**src/rtl/hif_pkg.sv**
```systemverilog
package hif_pkg;

    localparam int ADDR_W   = 8;
    localparam int DATA_W   = 8;
    localparam int MODE_W   = 4;
    localparam int CTRL_W   = 7;
    localparam int NUM_PINS = 2;

    localparam logic [ADDR_W-1:0] MODE_ADDR = 8'h1F;
    localparam logic [ADDR_W-1:0] PIN_ADDR  = 8'h20;
    localparam logic [DATA_W-1:0] DIAG_OPC  = 8'h90;
    localparam logic [CTRL_W-1:0] CTRL_RST  = 7'h26;
    localparam logic [MODE_W-1:0] MODE_RST  = 4'h0;

    localparam int DIAG_BIT = 6;
    localparam int ACT_BIT  = 5;

    // pin index in the pin driver vector
    localparam int PIN_DIAG = 0;
    localparam int PIN_ACT  = 1;

    typedef enum logic [1:0] {
        XK_PIO   = 2'd0,
        XK_MWDMA = 2'd1,
        XK_ULTRA = 2'd2,
        XK_BAD   = 2'd3
    } xfer_kind_e;

    // bit 3 .. bit 0 of the mode register
    typedef struct packed {
        logic mword;
        logic pio;
        logic dir_in;
        logic ultra;
    } mode_t;

    typedef struct packed {
        logic diag;
        logic act;
    } clr_t;

    function automatic xfer_kind_e decode_kind(input mode_t m);
        xfer_kind_e k;
        case ({m.mword, m.pio, m.ultra})
            3'b110:  k = XK_PIO;
            3'b100:  k = XK_MWDMA;
            3'b101:  k = XK_ULTRA;
            default: k = XK_BAD;
        endcase
        return k;
    endfunction

endpackage

```
**src/rtl/hif_event_dec.sv**
```systemverilog
module hif_event_dec
    import hif_pkg::*;
#(
    parameter int DW = DATA_W,
    parameter logic [DW-1:0] OPC = DIAG_OPC
) (
    input  logic          cmd_wr,
    input  logic [DW-1:0] cmd_data,
    input  logic          srst,
    input  logic          host_rst,
    output clr_t          clr
);
    logic diag_cmd;

    always_comb begin
        diag_cmd = cmd_wr && (cmd_data == OPC);
        clr.act  = diag_cmd || srst;
        clr.diag = diag_cmd || srst || host_rst;
    end

endmodule

```
**src/rtl/hif_mode_reg.sv**
```systemverilog
module hif_mode_reg
    import hif_pkg::*;
#(
    parameter int MW = MODE_W,
    parameter logic [MW-1:0] RST_VAL = MODE_RST
) (
    input  logic          clk,
    input  logic          rst,
    input  logic          wr,
    input  logic [MW-1:0] wdata,
    output mode_t         mode,
    output xfer_kind_e    kind
);
    logic [MW-1:0] mode_q;

    always_ff @(posedge clk) begin
        if (rst)
            mode_q <= RST_VAL;
        else if (wr)
            mode_q <= wdata;
    end

    always_comb begin
        mode = mode_t'(mode_q);
        kind = decode_kind(mode);
    end

    AST_MODE_WRITE: assert property (@(posedge clk) disable iff (rst)
        wr |=> (mode_q == $past(wdata))) else $error("mode write lost");

    AST_MODE_HOLD: assert property (@(posedge clk) disable iff (rst)
        !wr |=> $stable(mode_q)) else $error("mode changed without write");

endmodule

```
**src/rtl/hif_pin_ctrl.sv**
```systemverilog
module hif_pin_ctrl
    import hif_pkg::*;
#(
    parameter int CW = CTRL_W,
    parameter logic [CW-1:0] RST_VAL = CTRL_RST,
    parameter int DBIT = DIAG_BIT,
    parameter int ABIT = ACT_BIT
) (
    input  logic          clk,
    input  logic          rst,
    input  logic          wr,
    input  logic [CW-1:0] wdata,
    input  clr_t          clr,
    output logic [CW-1:0] ctrl
);
    logic [CW-1:0] ctrl_q;
    logic [CW-1:0] ctrl_d;

    always_comb begin
        ctrl_d = ctrl_q;
        if (wr)
            ctrl_d = wdata;
        // hardware clears take priority over a same-cycle write
        if (clr.diag)
            ctrl_d[DBIT] = 1'b0;
        if (clr.act)
            ctrl_d[ABIT] = 1'b0;
    end

    always_ff @(posedge clk) begin
        if (rst)
            ctrl_q <= RST_VAL;
        else
            ctrl_q <= ctrl_d;
    end

    assign ctrl = ctrl_q;

    AST_DIAG_CLEARED: assert property (@(posedge clk) disable iff (rst)
        clr.diag |=> !ctrl_q[DBIT]) else $error("diag enable survived clear");

    AST_ACT_CLEARED: assert property (@(posedge clk) disable iff (rst)
        clr.act |=> !ctrl_q[ABIT]) else $error("active enable survived clear");

    AST_CLEAR_WINS: assert property (@(posedge clk) disable iff (rst)
        (wr && clr.diag && clr.act) |=> (ctrl_q[DBIT] == 1'b0 && ctrl_q[ABIT] == 1'b0))
        else $error("write beat clear");

    AST_HOST_KEEPS_ACT: assert property (@(posedge clk) disable iff (rst)
        (clr.diag && !clr.act && !wr) |=> $stable(ctrl_q[ABIT]))
        else $error("active enable moved on diag-only clear");

    AST_LOW_BITS_KEPT: assert property (@(posedge clk) disable iff (rst)
        !wr |=> $stable(ctrl_q[ABIT-1:0])) else $error("low bits changed");

endmodule

```
**src/rtl/hif_pin_drv.sv**
```systemverilog
module hif_pin_drv
    import hif_pkg::*;
#(
    parameter int NP = NUM_PINS
) (
    input  logic [NP-1:0] en,
    output logic [NP-1:0] oe,
    output logic [NP-1:0] lo
);
    // active-low, open-drain-style: enabled pins are driven to 0
    for (genvar i = 0; i < NP; i++) begin : g_pin
        assign oe[i] = en[i];
        assign lo[i] = en[i];
    end

endmodule

```
**src/rtl/hif_ctl_regs.sv**
```systemverilog
module hif_ctl_regs
    import hif_pkg::*;
#(
    parameter int AW = ADDR_W,
    parameter int DW = DATA_W,
    parameter int MW = MODE_W,
    parameter int CW = CTRL_W,
    parameter logic [AW-1:0] MODE_A = MODE_ADDR,
    parameter logic [AW-1:0] PIN_A  = PIN_ADDR
) (
    input  logic          clk,
    input  logic          rst,
    input  logic          host_rst_i,
    input  logic          srst_i,
    input  logic          cmd_wr_i,
    input  logic [DW-1:0] cmd_data_i,
    input  logic          bus_wr_i,
    input  logic          bus_rd_i,
    input  logic [AW-1:0] bus_addr_i,
    input  logic [DW-1:0] bus_wdata_i,
    output logic [DW-1:0] bus_rdata_o,
    input  logic          ram_xfer_busy_i,
    output logic [MW-1:0] mode_o,
    output logic [1:0]    xfer_kind_o,
    output logic          dir_in_o,
    output logic          diag_oe_o,
    output logic          diag_lo_o,
    output logic          act_oe_o,
    output logic          act_lo_o
);
    localparam int NP = NUM_PINS;

    logic          sel_mode;
    logic          sel_pin;
    clr_t          clr;
    mode_t         mode;
    xfer_kind_e    kind;
    logic [CW-1:0] ctrl;
    logic [NP-1:0] pin_en;
    logic [NP-1:0] pin_oe;
    logic [NP-1:0] pin_lo;
    logic [DW-1:0] rd_mux;
    logic [DW-1:0] rdata_q;
    logic          unused_wdata_hi;

    assign sel_mode = (bus_addr_i == MODE_A);
    assign sel_pin  = (bus_addr_i == PIN_A);

    // write-data bits beyond the control register width are reserved
    assign unused_wdata_hi = &{1'b0, bus_wdata_i[DW-1:CW]};

    hif_event_dec #(.DW(DW), .OPC(DIAG_OPC)) u_evt (
        .cmd_wr   (cmd_wr_i),
        .cmd_data (cmd_data_i),
        .srst     (srst_i),
        .host_rst (host_rst_i),
        .clr      (clr)
    );

    hif_mode_reg #(.MW(MW), .RST_VAL(MODE_RST)) u_mode (
        .clk   (clk),
        .rst   (rst),
        .wr    (bus_wr_i && sel_mode),
        .wdata (bus_wdata_i[MW-1:0]),
        .mode  (mode),
        .kind  (kind)
    );

    hif_pin_ctrl #(.CW(CW), .RST_VAL(CTRL_RST), .DBIT(DIAG_BIT), .ABIT(ACT_BIT)) u_pins (
        .clk   (clk),
        .rst   (rst),
        .wr    (bus_wr_i && sel_pin),
        .wdata (bus_wdata_i[CW-1:0]),
        .clr   (clr),
        .ctrl  (ctrl)
    );

    always_comb begin
        pin_en           = '0;
        pin_en[PIN_DIAG] = ctrl[DIAG_BIT];
        pin_en[PIN_ACT]  = ctrl[ACT_BIT];
    end

    hif_pin_drv #(.NP(NP)) u_drv (
        .en (pin_en),
        .oe (pin_oe),
        .lo (pin_lo)
    );

    always_comb begin
        rd_mux = '0;
        if (sel_mode) begin
            rd_mux[MW-1:0] = mode;
            rd_mux[DW-1]   = ram_xfer_busy_i;
        end else if (sel_pin) begin
            rd_mux[CW-1:0] = ctrl;
        end
    end

    always_ff @(posedge clk) begin
        if (rst)
            rdata_q <= '0;
        else if (bus_rd_i)
            rdata_q <= rd_mux;
    end

    assign bus_rdata_o = rdata_q;
    assign mode_o      = mode;
    assign xfer_kind_o = kind;
    assign dir_in_o    = mode.dir_in;
    assign diag_oe_o   = pin_oe[PIN_DIAG];
    assign diag_lo_o   = pin_lo[PIN_DIAG];
    assign act_oe_o    = pin_oe[PIN_ACT];
    assign act_lo_o    = pin_lo[PIN_ACT];

    AST_STATUS_RSVD_ZERO: assert property (@(posedge clk) disable iff (rst)
        (bus_rd_i && sel_mode) |=> (bus_rdata_o[DW-2:MW] == '0))
        else $error("reserved status bits set");

    AST_STATUS_BUSY: assert property (@(posedge clk) disable iff (rst)
        (bus_rd_i && sel_mode) |=> (bus_rdata_o[DW-1] == $past(ram_xfer_busy_i)))
        else $error("busy flag wrong");

    AST_CTRL_TOP_ZERO: assert property (@(posedge clk) disable iff (rst)
        (bus_rd_i && sel_pin) |=> !bus_rdata_o[DW-1]) else $error("bit 7 read as 1");

    AST_DIAG_PIN_FOLLOWS: assert property (@(posedge clk) disable iff (rst)
        diag_oe_o |-> (ctrl[DIAG_BIT] && diag_lo_o)) else $error("diag pin without enable");

    AST_ACT_PIN_FOLLOWS: assert property (@(posedge clk) disable iff (rst)
        act_oe_o |-> (ctrl[ACT_BIT] && act_lo_o)) else $error("active pin without enable");

endmodule

```
**config.mk**
```make
export PLATFORM = sky130hd
export DESIGN_NAME = hif_ctl_regs
export DESIGN_NICKNAME = d
export VERILOG_FILES = /design/src/rtl/hif_pkg.sv /design/src/rtl/hif_event_dec.sv /design/src/rtl/hif_mode_reg.sv /design/src/rtl/hif_pin_ctrl.sv /design/src/rtl/hif_pin_drv.sv /design/src/rtl/hif_ctl_regs.sv
export SDC_FILE = /design/constraint.sdc
export NUM_CORES = 1
export LEC_CHECK = 0
export BUFFER_PORTS_ARGS = -buffer_cell sky130_fd_sc_hd__buf_4
export CAP_MARGIN = 30
export CORE_ASPECT_RATIO = 0.7
export CORE_UTILIZATION = 43
export DETAILED_ROUTE_END_ITERATION = 6
export PLACE_DENSITY = 0.8
export SETUP_SLACK_MARGIN = 0.4
export SLEW_MARGIN = 20
export SYNTH_ARGS = -nofsm -noshare
export SYNTH_HDL_FRONTEND = slang
export SYNTH_HIERARCHICAL = 1
export SYNTH_SLANG_ARGS = --single-unit
```
**constraint.sdc**
```tcl
create_clock -name clk -period 1.8 [get_ports clk]
set_input_delay 0.18 -clock clk [delete_from_list [all_inputs] [get_ports clk]]
set_output_delay 0.18 -clock clk [all_outputs]
set_load 0.01 [all_outputs]
```
Word-level counts from Yosys, hierarchy flattened --
Index checks and enable logic that the tools add are counted.
Word-level totals: register bits after elaboration 19, latch bits 0, RAM bits 0, memory bits (read-only) 0, input port bits 32, output and inout port bits 19, logic and storage cells 25, memories kept 0
Cells by class: add/sub/neg operators 0, multiply operators 0, div/mod/pow operators 0, order comparisons 0, equality and inequality tests 6, shift-type cells 0, muxes and demuxes 7, bitwise gates (word level) 0, reductions and logical operators 7
Operators by type and width (count):
- $eq A3 B3 Y1 const B | 3
- $eq A8 B5 Y1 const B | 1
- $eq A8 B6 Y1 const B | 1
- $eq A8 B8 Y1 const B | 1
- $mux W7 | 1
- $mux W6 | 1
- $pmux W2 S3 | 1
- $mux W4 | 1
- $logic_and A1 B1 Y1 | 3
- $mux W3 | 1
- $logic_or A1 B1 Y1 | 2
- $mux W1 | 2
- $reduce_bool A2 Y1 | 1
- $reduce_or A2 Y1 | 1

Longest topological paths before layout --
Gate-level depths: netlist of run 1.
word-level depth 5, mapped depth 6

Cells and area by module --
The synthesis of run 1 kept the hierarchy.
Modules (own cells, without submodules):
- hif_ctl_regs | instances 1, cells each 46, area each 419.2 um^2, sequential area each 160.2 um^2
- hif_pin_ctrl | instances 1, cells each 22, area each 265.3 um^2, sequential area each 140.1 um^2
- hif_mode_reg | instances 1, cells each 16, area each 158.9 um^2, sequential area each 80.1 um^2
- hif_event_dec | instances 1, cells each 7, area each 51.3 um^2, sequential area each 0.0 um^2
- hif_pin_drv | instances 1, cells each 4, area each 30.0 um^2, sequential area each 0.0 um^2

Worst setup path after synthesis of run 1 --
Ideal clock, no wire load.
kind input to register, start point input port bus_addr_i[0], end point register u_pins.ctrl_q[6] (netlist: u_pins/ctrl[6]), setup time 123 ps, data arrival time 1182 ps, required time 1677 ps, setup slack 494 ps, cell stages on the path 5, buffers on the path 1, path through nor4b_4 and3_1 buf_6 mux2i_1 nor3_2
On the way: word-level cells in the longest chain between the ends 2
Ends and longest elaborated chain:
- start: declaration | line hif_ctl_regs.sv:19 | input logic [AW-1:0] bus_addr_i,
- $eq A8 B6 Y1 | line hif_ctl_regs.sv:47 | assign sel_pin = (bus_addr_i == PIN_A);
- $logic_and A1 B1 Y1 | line hif_ctl_regs.sv:72 | .wr (bus_wr_i && sel_pin),
- end signal: assignment | line hif_pin_ctrl.sv:34 | ctrl_q <= ctrl_d;
- end: declaration | line hif_pin_ctrl.sv:16 | logic [CW-1:0] ctrl_q;
Every way passes these cells. A chain may end at the register's enable or synchronous reset.

Worst setup path in the final report of run 1 --
start point register u_mode.mode_q[2] (netlist: u_mode/mode[2]), end point output port xfer_kind_o[0]
On the way: word-level cells in the longest chain between the ends 2
Ends and longest elaborated chain:
- start: declaration | line hif_mode_reg.sv:14 | logic [MW-1:0] mode_q;
- start signal: assignment | line hif_mode_reg.sv:20 | mode_q <= wdata;
- $eq A3 B3 Y1 | line hif_pkg.sv:44 | case ({m.mword, m.pio, m.ultra})
- $pmux W2 S3 (*) | line hif_pkg.sv:44
- end: declaration | line hif_ctl_regs.sv:24 | output logic [1:0] xfer_kind_o,
Mark *: on every way between the ends. The rest lies on a longest branch, timed or not.

==> results of run 1 <==
[synthesized netlist by cell type, drive strengths merged, types with 2 or more instances]
master / number / area (um^2)
mux2i: 9 / 90.1
a311oi: 4 / 35.0
nand4: 4 / 25.0
o31ai: 2 / 15.0
nand3: 8 / 40.0
buf: 7 / 52.6
a211o: 2 / 17.5
clkbuf: 3 / 12.5
dfxtp: 19 / 380
a21oi: 4 / 20.0
nor2b: 2 / 17.5
nand2b: 6 / 37.5
nor2: 12 / 45.0
and3: 2 / 12.5
[cells in the final DEF, fill, tap and decap left out, drive strengths merged]
cell type,synthesis,layout
o21bai,1,1
and4bb,1,1
buf,7,53
nand3,8,8
o31ai,2,2
and4b,1,1
nor2,12,12
nor4b,1,1
nand2,1,1
nor3,1,1
dfxtp,19,19
a311oi,4,4
mux2i,9,9
xor2,1,1
a21oi,4,4
a211o,2,2
nand2b,6,6
clkbuf,3,4
inv,1,1
nor2b,2,2
nor4,1,1
or3,1,1
nand4bb,1,1
nand4,4,4
and3,2,2
[report_power, final]
group	switching [mW]	internal, mW	total (mW)	leakage (nW)
logic	0.0448	0.0667	0.112	0.384
clock network	0.132	0.0865	0.219	0.0150
registers	0.00433	0.426	0.431	0.154
[logic make-up after synthesis]
group	Yosys count	share of synthesized area, %
and+or+nand+nor	42	30.4
DFF	19	41.1
AOI/OAI and AO/OA	13	10.3
buffers and inverters	11	7.44
muxes	9	9.74
xor gates and xnor gates	1	0.947
[layer usage]
layer	track usage [%]	vias up	part of all wire, %	routed length, um
met3	7.26	2	7.7	171
met2	38.1	31	48	1070
met4	5.49	0	0.54	12
li1	-	439	-	-
met5	0	-	0	0
met1	24.0	389	44	981
[state kept, by name, indices dropped and copies added, names as in the netlist]
signal,count
bus_rdata_o,8
u_pins/ctrl,7
u_mode/mode,4
[final timing paths]
kind	start	endpoint	cells past startpoint
worst min-delay path	bus_wdata_i[2]	u_pins/ctrl[2]$_SDFFE_PP1P_	2
worst min register to register	bus_rdata_o[7]$_SDFFE_PP0P_	bus_rdata_o[7]$_SDFFE_PP0P_	2
worst max register to register	u_mode/mode[2]$_SDFFE_PP0P_	bus_rdata_o[2]$_SDFFE_PP0P_	2
worst max-delay path	u_mode/mode[2]$_SDFFE_PP0P_	xfer_kind_o[0]	3
[cell type report]
type                            count  area (um^2)  area share [%]
Clock buffer                        4         26.3            2.00
Sequential cell                    19          380            29.0
Timing Repair Buffer               53          398            30.3
Multi-Input combinational cell     65          475            36.3
Tap cell                           22         27.5            2.10
Inverter                            1         3.75           0.286
==> results.py, run 1 <==
metrics = {
    "route": {
        "finalWirelength_um": 2230,
        "ant_nets": 0,
        "vias": 861,
        "vias_per_cell": 5.25,
        "firstDrtPassIters": 6,
        "wl_per_cell_um": 13.6,
        "drt_iter0_drc": 23,
        "drc": 3,
    },
    "grt": {
        "grt_max_degree": 20,
        "grt_use_total_pct": 20.8,
        "grt_first_pass_wirelength_um": 3460,
        "grt_overflow": 0,
        "grt_antenna_before_repair": 0,
        "grt_pass1_vias": 722,
    },
    "critical_path": {
        "crit_buf_inv": 1,
        "end_kind": "primary output",
        "arrival_ns": 1.12,
        "crit_path_cell_trace": "xor2_1 -> nand2_1 -> buf_4",
        "start_kind": "flop",
        "cp_top_family": "flip-flops",
        "critical-path-max-stage-delay_ns": 0.43,
        "required_ns": 1.62,
        "slowest_stage": "dfxtp_1",
        "rrSetupSlack_ns": 0.91,
        "cp_max_fo": 4,
        "worstSetupPathType": "reg2out",
    },
    "floorplan": {
        "io_pins": 51,
        "core_area_um2": 1940,
        "start_util_pct": 47.8,
        "dieArea_um2": 2340,
        "die_y_um": 40.8,
        "rows": 13,
        "die_w_um": 57.4,
    },
    "clock_tree": {
        "cts_root_buffer": "clkbuf_4",
        "clockBufferDepth": 2,
        "clk_latency_ns": 0.30,
        "cts_made_buffers": 3,
        "cts_tree": "yes",
        "ctsResizeCount": 0,
        "clk_pin_slew_ns": 0.10,
        "postCtsSetupRepairBufs": 0,
        "cts.sinks": 19,
        "hold_buffers": 0,
        "h-tree-depth": 1,
    },
    "final_layout": {
        "fin_nets": 175,
        "instances_no_fill": 164,
        "syn_to_final_growth_pct": 41.8,
        "antenna_cells": 0,
        "layout-drive-gt1-share_pct": 43.7,
        "nFillCells": 157,
        "postLayoutCellArea_um2": 1310,
        "post-route-util_pct": 67.7,
    },
    "placed_design": {
        "place_area_um2": 1280,
        "io_buffers": 49,
        "pre_cts_slack_ns": 0.369,
        "dp_cells": 160,
        "hpwl_um": 1740,
        "place.gp.congestion": 0.738,
    },
    "power": {
        "power_mw": 0.761,
        "peakVddDrop_v": 0.000477,
        "power.density_nw_per_um2": 580,
        "p_leak_nw": 0.553,
    },
    "synthesis": {
        "async_flop_share_pct": 0,
        "ys.flop_type": "dfxtp_1",
        "syn_area_per_cell_um2": 9.73,
        "syn_inst": 95,
        "netlist-cell-type-count": 28,
        "ys_seq_area_share_pct": 41.1,
        "syn_nets": 127,
        "syn-cell-area_um2": 925,
        "synth_warnings": 6,
        "ys_ff_latch": 19,
        "synth_edf_count": 0,
    },
    "sta": {
        "setup_slack_ns": 0.499,
        "period_needed_ns": 1.30,
        "clock_skew_ns": 0.000664,
        "setup_violations": 0,
        "slew_viol_final": 0,
        "hold-worst-slack_ns": 0.0883,
        "finalSetupTns_ns": 0,
        "worst_pin_slew_ns": 0.258,
        "hold_viol_final": 0,
        "fmax_ghz": 0.769,
        "finalCritPeriodShare_pct": 72.3,
        "slew_headroom_pct": 82.7,
        "rsz0062_at_grt": "false",
    },
    "hold_path": {
        "hold_class": "in2reg",
    },
    "status": {
        "violations": "DRC",
        "status": "complete, but fails checks",
    },
    "flow_run": {
        "max_cap_viol_count": 0,
    },
}
Note: power is estimated with default switching activity, not from simulation.
==> run 2: changes to the inputs <==
- CORE_UTILIZATION: 43 -> 39
- PLACE_DENSITY: 0.8 -> 0.76
- clock period: 1.8 -> 1.1 ns (I/O delays scaled with it)
==> results.py, run 2 (synthesis gave the netlist of run 1 again) <==
metrics = {
    "clock_tree": {
        "hold_buffers": 0,
        "cts.sinks": 19,
        "cts_root_buffer": "clkbuf_4",
        "cts_made_buffers": 3,
        "clk_latency_ns": 0.29,
        "clk_pin_slew_ns": 0.10,
        "cts_tree": "yes",
        "h-tree-depth": 1,
        "clockBufferDepth": 2,
    },
    "route": {
        "firstDrtPassIters": 4,
        "wl_per_cell_um": 14.5,
        "vias": 951,
        "vias_per_cell": 5.03,
        "finalWirelength_um": 2740,
        "ant_nets": 0,
        "drc": 0,
        "drt_iter0_drc": 31,
    },
    "floorplan": {
        "dieArea_um2": 2570,
        "die_w_um": 60.2,
        "io_pins": 51,
        "die_y_um": 42.7,
        "core_area_um2": 2190,
        "rows": 14,
        "start_util_pct": 42.2,
    },
    "sta": {
        "slew_viol_final": 0,
        "rsz0062_at_grt": "true",
        "hold_viol_final": 0,
        "period_needed_ns": 1.15,
        "worst_pin_slew_ns": 0.271,
        "clock_skew_ns": 0.000766,
        "setup_slack_ns": -0.0515,
        "setup_violations": 3,
        "slew_headroom_pct": 81.8,
        "finalCritPeriodShare_pct": 105,
        "fmax_ghz": 0.868,
    },
    "power": {
        "power.density_nw_per_um2": 753,
        "p_leak_nw": 0.697,
        "peakVddDrop_v": 0.000564,
    },
    "placed_design": {
        "place.gp.congestion": 0.720,
        "io_buffers": 49,
        "hpwl_um": 1780,
        "place_area_um2": 1330,
        "pre_cts_slack_ns": -0.213,
    },
    "grt": {
        "grt_first_pass_wirelength_um": 4370,
        "grt_overflow": 0,
        "grt_use_total_pct": 23.3,
        "grt_pass1_vias": 938,
        "grt_max_degree": 20,
        "grt_antenna_before_repair": 0,
    },
    "critical_path": {
        "start_kind": "flop",
        "required_ns": 0.99,
        "end_kind": "primary output",
        "worstSetupPathType": "reg2out",
        "cp_max_fo": 3,
        "arrival_ns": 1.04,
    },
    "status": {
        "status": "complete, but fails checks",
        "violations": "setup timing",
    },
    "final_layout": {
        "layout_commonest_cell": "buf_4",
        "postLayoutCellArea_um2": 1690,
        "fin_nets": 190,
        "final_cell_mix": "buf_4 (33), buf_6 (32), nor2_1 (12), dfxtp_2 (11)",
        "largest_reg_flops": 8,
        "antenna_cells": 0,
        "syn_to_final_growth_pct": 83.2,
        "layout-drive-gt1-share_pct": 66.2,
    },
    "hold_path": {
        "hold_class": "in2reg",
    },
    "flow_run": {
        "max_cap_viol_count": 0,
    },
}
## run 2: changes by cell type in the layout (fill, tap and decap cells not counted), sizes merged
cell | before | now
buf | 53 | 68
## run 2: worst paths after layout
check	from	to	slack, ns	cells after the start
setup reg to reg	u_mode/mode[0]$_SDFFE_PP0P_	bus_rdata_o[0]$_SDFFE_PP0P_	0.05	5
hold / removal	bus_wdata_i[2]	u_pins/ctrl[2]$_SDFFE_PP1P_	0.04	2
setup / recovery	u_mode/mode[0]$_SDFFE_PP0P_	xfer_kind_o[1]	-0.05	3
hold reg to reg	bus_rdata_o[7]$_SDFFE_PP0P_	bus_rdata_o[7]$_SDFFE_PP0P_	0.48	2
## run 2: what timing repair did
item,in CTS,in global routing
pin swaps,12,8
setup endpoints to repair,37,38
gates cloned,0,0
buffers inserted,10,3
gates resized for setup,55,12
## run 2: power by group
group,internal (mW),switching [mW]
logic,0.140,0.0883
registers,0.692,0.00809
clock network,0.141,0.206
## run 2: metal layers
metal  wire length [um]  track usage, %
met2               1380            39.8
met4                 18            4.19
met1               1200            29.7
met5                  0               0
met3                141            5.79
## run 2: stage by stage
| stage | power [mW] | hold WS, ns | cells | util (%) | TNS, ns |
|---|---|---|---|---|---|
| 2_1_floorplan | 0.778 | 0.173 | 95 | - | -0.756 |
| 3_3_place_gp | 0.904 | 0.330 | 172 | 60.7 | -1.92 |
| 3_5_place_dp | 0.907 | 0.339 | 172 | 60.7 | -2.01 |
| 4_1_cts | 1.28 | 0.0233 | 186 | 73.8 | -0.0240 |
| 5_1_grt | 1.33 | 0.0286 | 189 | 77.4 | -0.255 |
| 6_report | 1.28 | 0.0385 | 189 | 77.4 | -0.0978 |
## run 2: cell type report
| class | count | area (um^2) |
|---|---|---|
| Timing Repair Buffer | 68 | 658 |
| Multi-Input combinational cell | 65 | 561 |
| Fill cell | 150 | 495 |
| Sequential cell | 19 | 405 |
| Tap cell | 32 | 40.0 |
| Clock buffer | 4 | 26.3 |
| Inverter | 1 | 3.75 |
## run 2: worst max-delay path: stages, from the launching register on
cell and delay, ns:
dfxtp_4 0.37, buf_4 0.14, nand2b_4 0.13, buf_6 0.11
==> run 3: changes to the inputs <==
- CAP_MARGIN: 30 -> unset
- REMOVE_ABC_BUFFERS: unset -> 1
- SETUP_SLACK_MARGIN: 0.4 -> 0.5
==> results.py, run 3 (synthesis gave the netlist of run 1 again) <==
metrics = {
    "placed_design": {
        "pre_cts_slack_ns": -0.166,
        "place.gp.congestion": 0.745,
        "hpwl_um": 1860,
        "dp_cells": 173,
        "io_buffers": 49,
    },
    "floorplan": {
        "die_y_um": 42.7,
        "rows": 14,
        "core_area_um2": 2190,
        "dieArea_um2": 2570,
        "start_util_pct": 42.2,
        "die_w_um": 60.2,
        "io_pins": 51,
    },
    "route": {
        "vias_per_cell": 5.20,
        "drc": 0,
        "firstDrtPassIters": 4,
        "ant_nets": 0,
        "finalWirelength_um": 2740,
        "vias": 952,
        "drt_iter0_drc": 54,
        "wl_per_cell_um": 14.9,
    },
    "clock_tree": {
        "cts_made_buffers": 3,
        "clk_latency_ns": 0.31,
        "cts_tree": "yes",
        "clk_pin_slew_ns": 0.10,
        "cts_root_buffer": "clkbuf_4",
        "h-tree-depth": 1,
        "cts.sinks": 19,
        "clockBufferDepth": 2,
    },
    "sta": {
        "slew_viol_final": 0,
        "period_needed_ns": 1.13,
        "slew_headroom_pct": 81.9,
        "fmax_ghz": 0.883,
        "worst_pin_slew_ns": 0.270,
        "rsz0062_at_grt": "true",
        "setup_violations": 1,
        "setup_slack_ns": -0.0329,
        "clock_skew_ns": 0.00676,
        "hold_viol_final": 0,
        "hold-worst-slack_ns": 0.0220,
        "finalCritPeriodShare_pct": 103,
    },
    "final_layout": {
        "seqCellArea_um2": 413,
        "syn_to_final_growth_pct": 76.6,
        "fin_nets": 184,
        "post-route-util_pct": 74.6,
        "layout-drive-gt1-share_pct": 62.9,
        "layout_commonest_cell": "buf_4",
        "multi_input_area_um2": 546,
        "instances_no_fill": 183,
        "antenna_cells": 0,
        "largest_reg_flops": 8,
        "final_cell_mix": "buf_4 (30), buf_6 (27), nor2_1 (12), mux2i_1 (9), dfxtp_2 (8)",
        "nFillCells": 154,
    },
    "status": {
        "status": "complete, but fails checks",
        "violations": "setup timing",
    },
    "critical_path": {
        "start_kind": "flop",
        "r2r-start": "u_mode/mode[2]$_SDFFE_PP0P_",
        "required_ns": 0.99,
        "r2r-end": "bus_rdata_o[2]$_SDFFE_PP0P_",
        "worstSetupPathType": "reg2out",
        "cp_max_fo": 5,
        "rrSetupSlack_ns": 0.28,
        "r2r_cells": 2,
        "arrival_ns": 1.02,
        "crit_path_cell_trace": "xor2_1 -> nand2_1 -> buf_6",
        "critical-path-max-stage-delay_ns": 0.38,
        "slowest_stage": "dfxtp_4",
        "end_kind": "primary output",
    },
    "grt": {
        "use_met2_pct": 33.8,
        "met1_usage_pct": 28.2,
        "grt_pass1_vias": 900,
        "grt_antenna_before_repair": 0,
        "met3_usage_pct": 7.62,
        "grt_overflow": 0,
        "grt_first_pass_wirelength_um": 4220,
        "gr-max-usage-layer": "met2",
        "grt_max_degree": 20,
        "grt_use_total_pct": 22.6,
    },
    "hold_path": {
        "holdPathEnd": "u_pins/ctrl[1]$_SDFFE_PP1P_",
        "hold_class": "in2reg",
        "hp-start": "bus_wdata_i[1]",
        "hold_depth": 2,
    },
    "flow_run": {
        "max_cap_viol_count": 0,
    },
    "power": {
        "power.density_nw_per_um2": 792,
        "p_leak_nw": 0.661,
        "peakVddDrop_v": 0.000634,
    },
}
==> run 3: cell count changes in the layout (fill, tap and decap cells not counted), sizes merged <==
cell	change
buf	-6
==> run 3: layer usage <==
metal | wire length (um) | part of all wire [%]
met5 | 0 | 0
met4 | 76 | 2.8
met3 | 214 | 7.8
met2 | 1340 | 49
met1 | 1100 | 40
==> run 3: layout make-up <==
class | instances | share of cell area [%]
Timing Repair Buffer | 62 | 37.0
Multi-Input combinational cell | 65 | 33.4
Sequential cell | 19 | 25.3
Tap cell | 32 | 2.45
Clock buffer | 4 | 1.61
Inverter | 1 | 0.230
==> run 3: where the power goes <==
group	switching (mW)	internal (mW)	total [mW]	leakage, nW
sequential	0.00851	0.686	0.695	0.162
clock	0.221	0.142	0.363	0.0150
combinational	0.0906	0.144	0.235	0.484
==> run 3: through the flow <==
step	cell area, um^2	power [mW]	setup TNS (ns)
2_1_floorplan	860	0.764	-1.69
3_3_place_gp	1320	0.906	-1.49
3_5_place_dp	1320	0.911	-1.75
4_1_cts	1560	1.29	-0.0398
5_1_grt	1630	1.35	-0.109
6_report	1630	1.29	-0.0329
==> run 3: critical path, delay by kind of cell, from the launching register on <==
kind | cells | cell delay, ns
DFF | 1 | 0.38
xor gates and xnor gates | 1 | 0.14
buffers and inverters | 1 | 0.12
and+or+nand+nor | 1 | 0.08
==> run 3: timing repair <==
item	4_1_cts	5_1_grt
resized for setup	58	13
hold buffers	0	0
setup buffers	3	3
gates cloned	0	0
pin swaps	18	6
setup endpoints to repair	38	38
==> run 3: how the worst max path moves through the flow <==
stage / startpoint / to / slack, ns / cells after the start
floorplan: bus_addr_i[0] / u_pins/ctrl[6]$_SDFFE_PP0P_ / -0.27 / 4
global placement: bus_addr_i[0] / u_pins/ctrl[1]$_SDFFE_PP1P_ / -0.14 / 6
detailed placement: bus_addr_i[0] / u_pins/ctrl[2]$_SDFFE_PP1P_ / -0.17 / 6
CTS: u_mode/mode[0]$_SDFFE_PP0P_ / xfer_kind_o[0] / -0.04 / 3
global route: u_mode/mode[0]$_SDFFE_PP0P_ / xfer_kind_o[0] / -0.08 / 3
finish: u_mode/mode[0]$_SDFFE_PP0P_ / xfer_kind_o[0] / -0.03 / 3
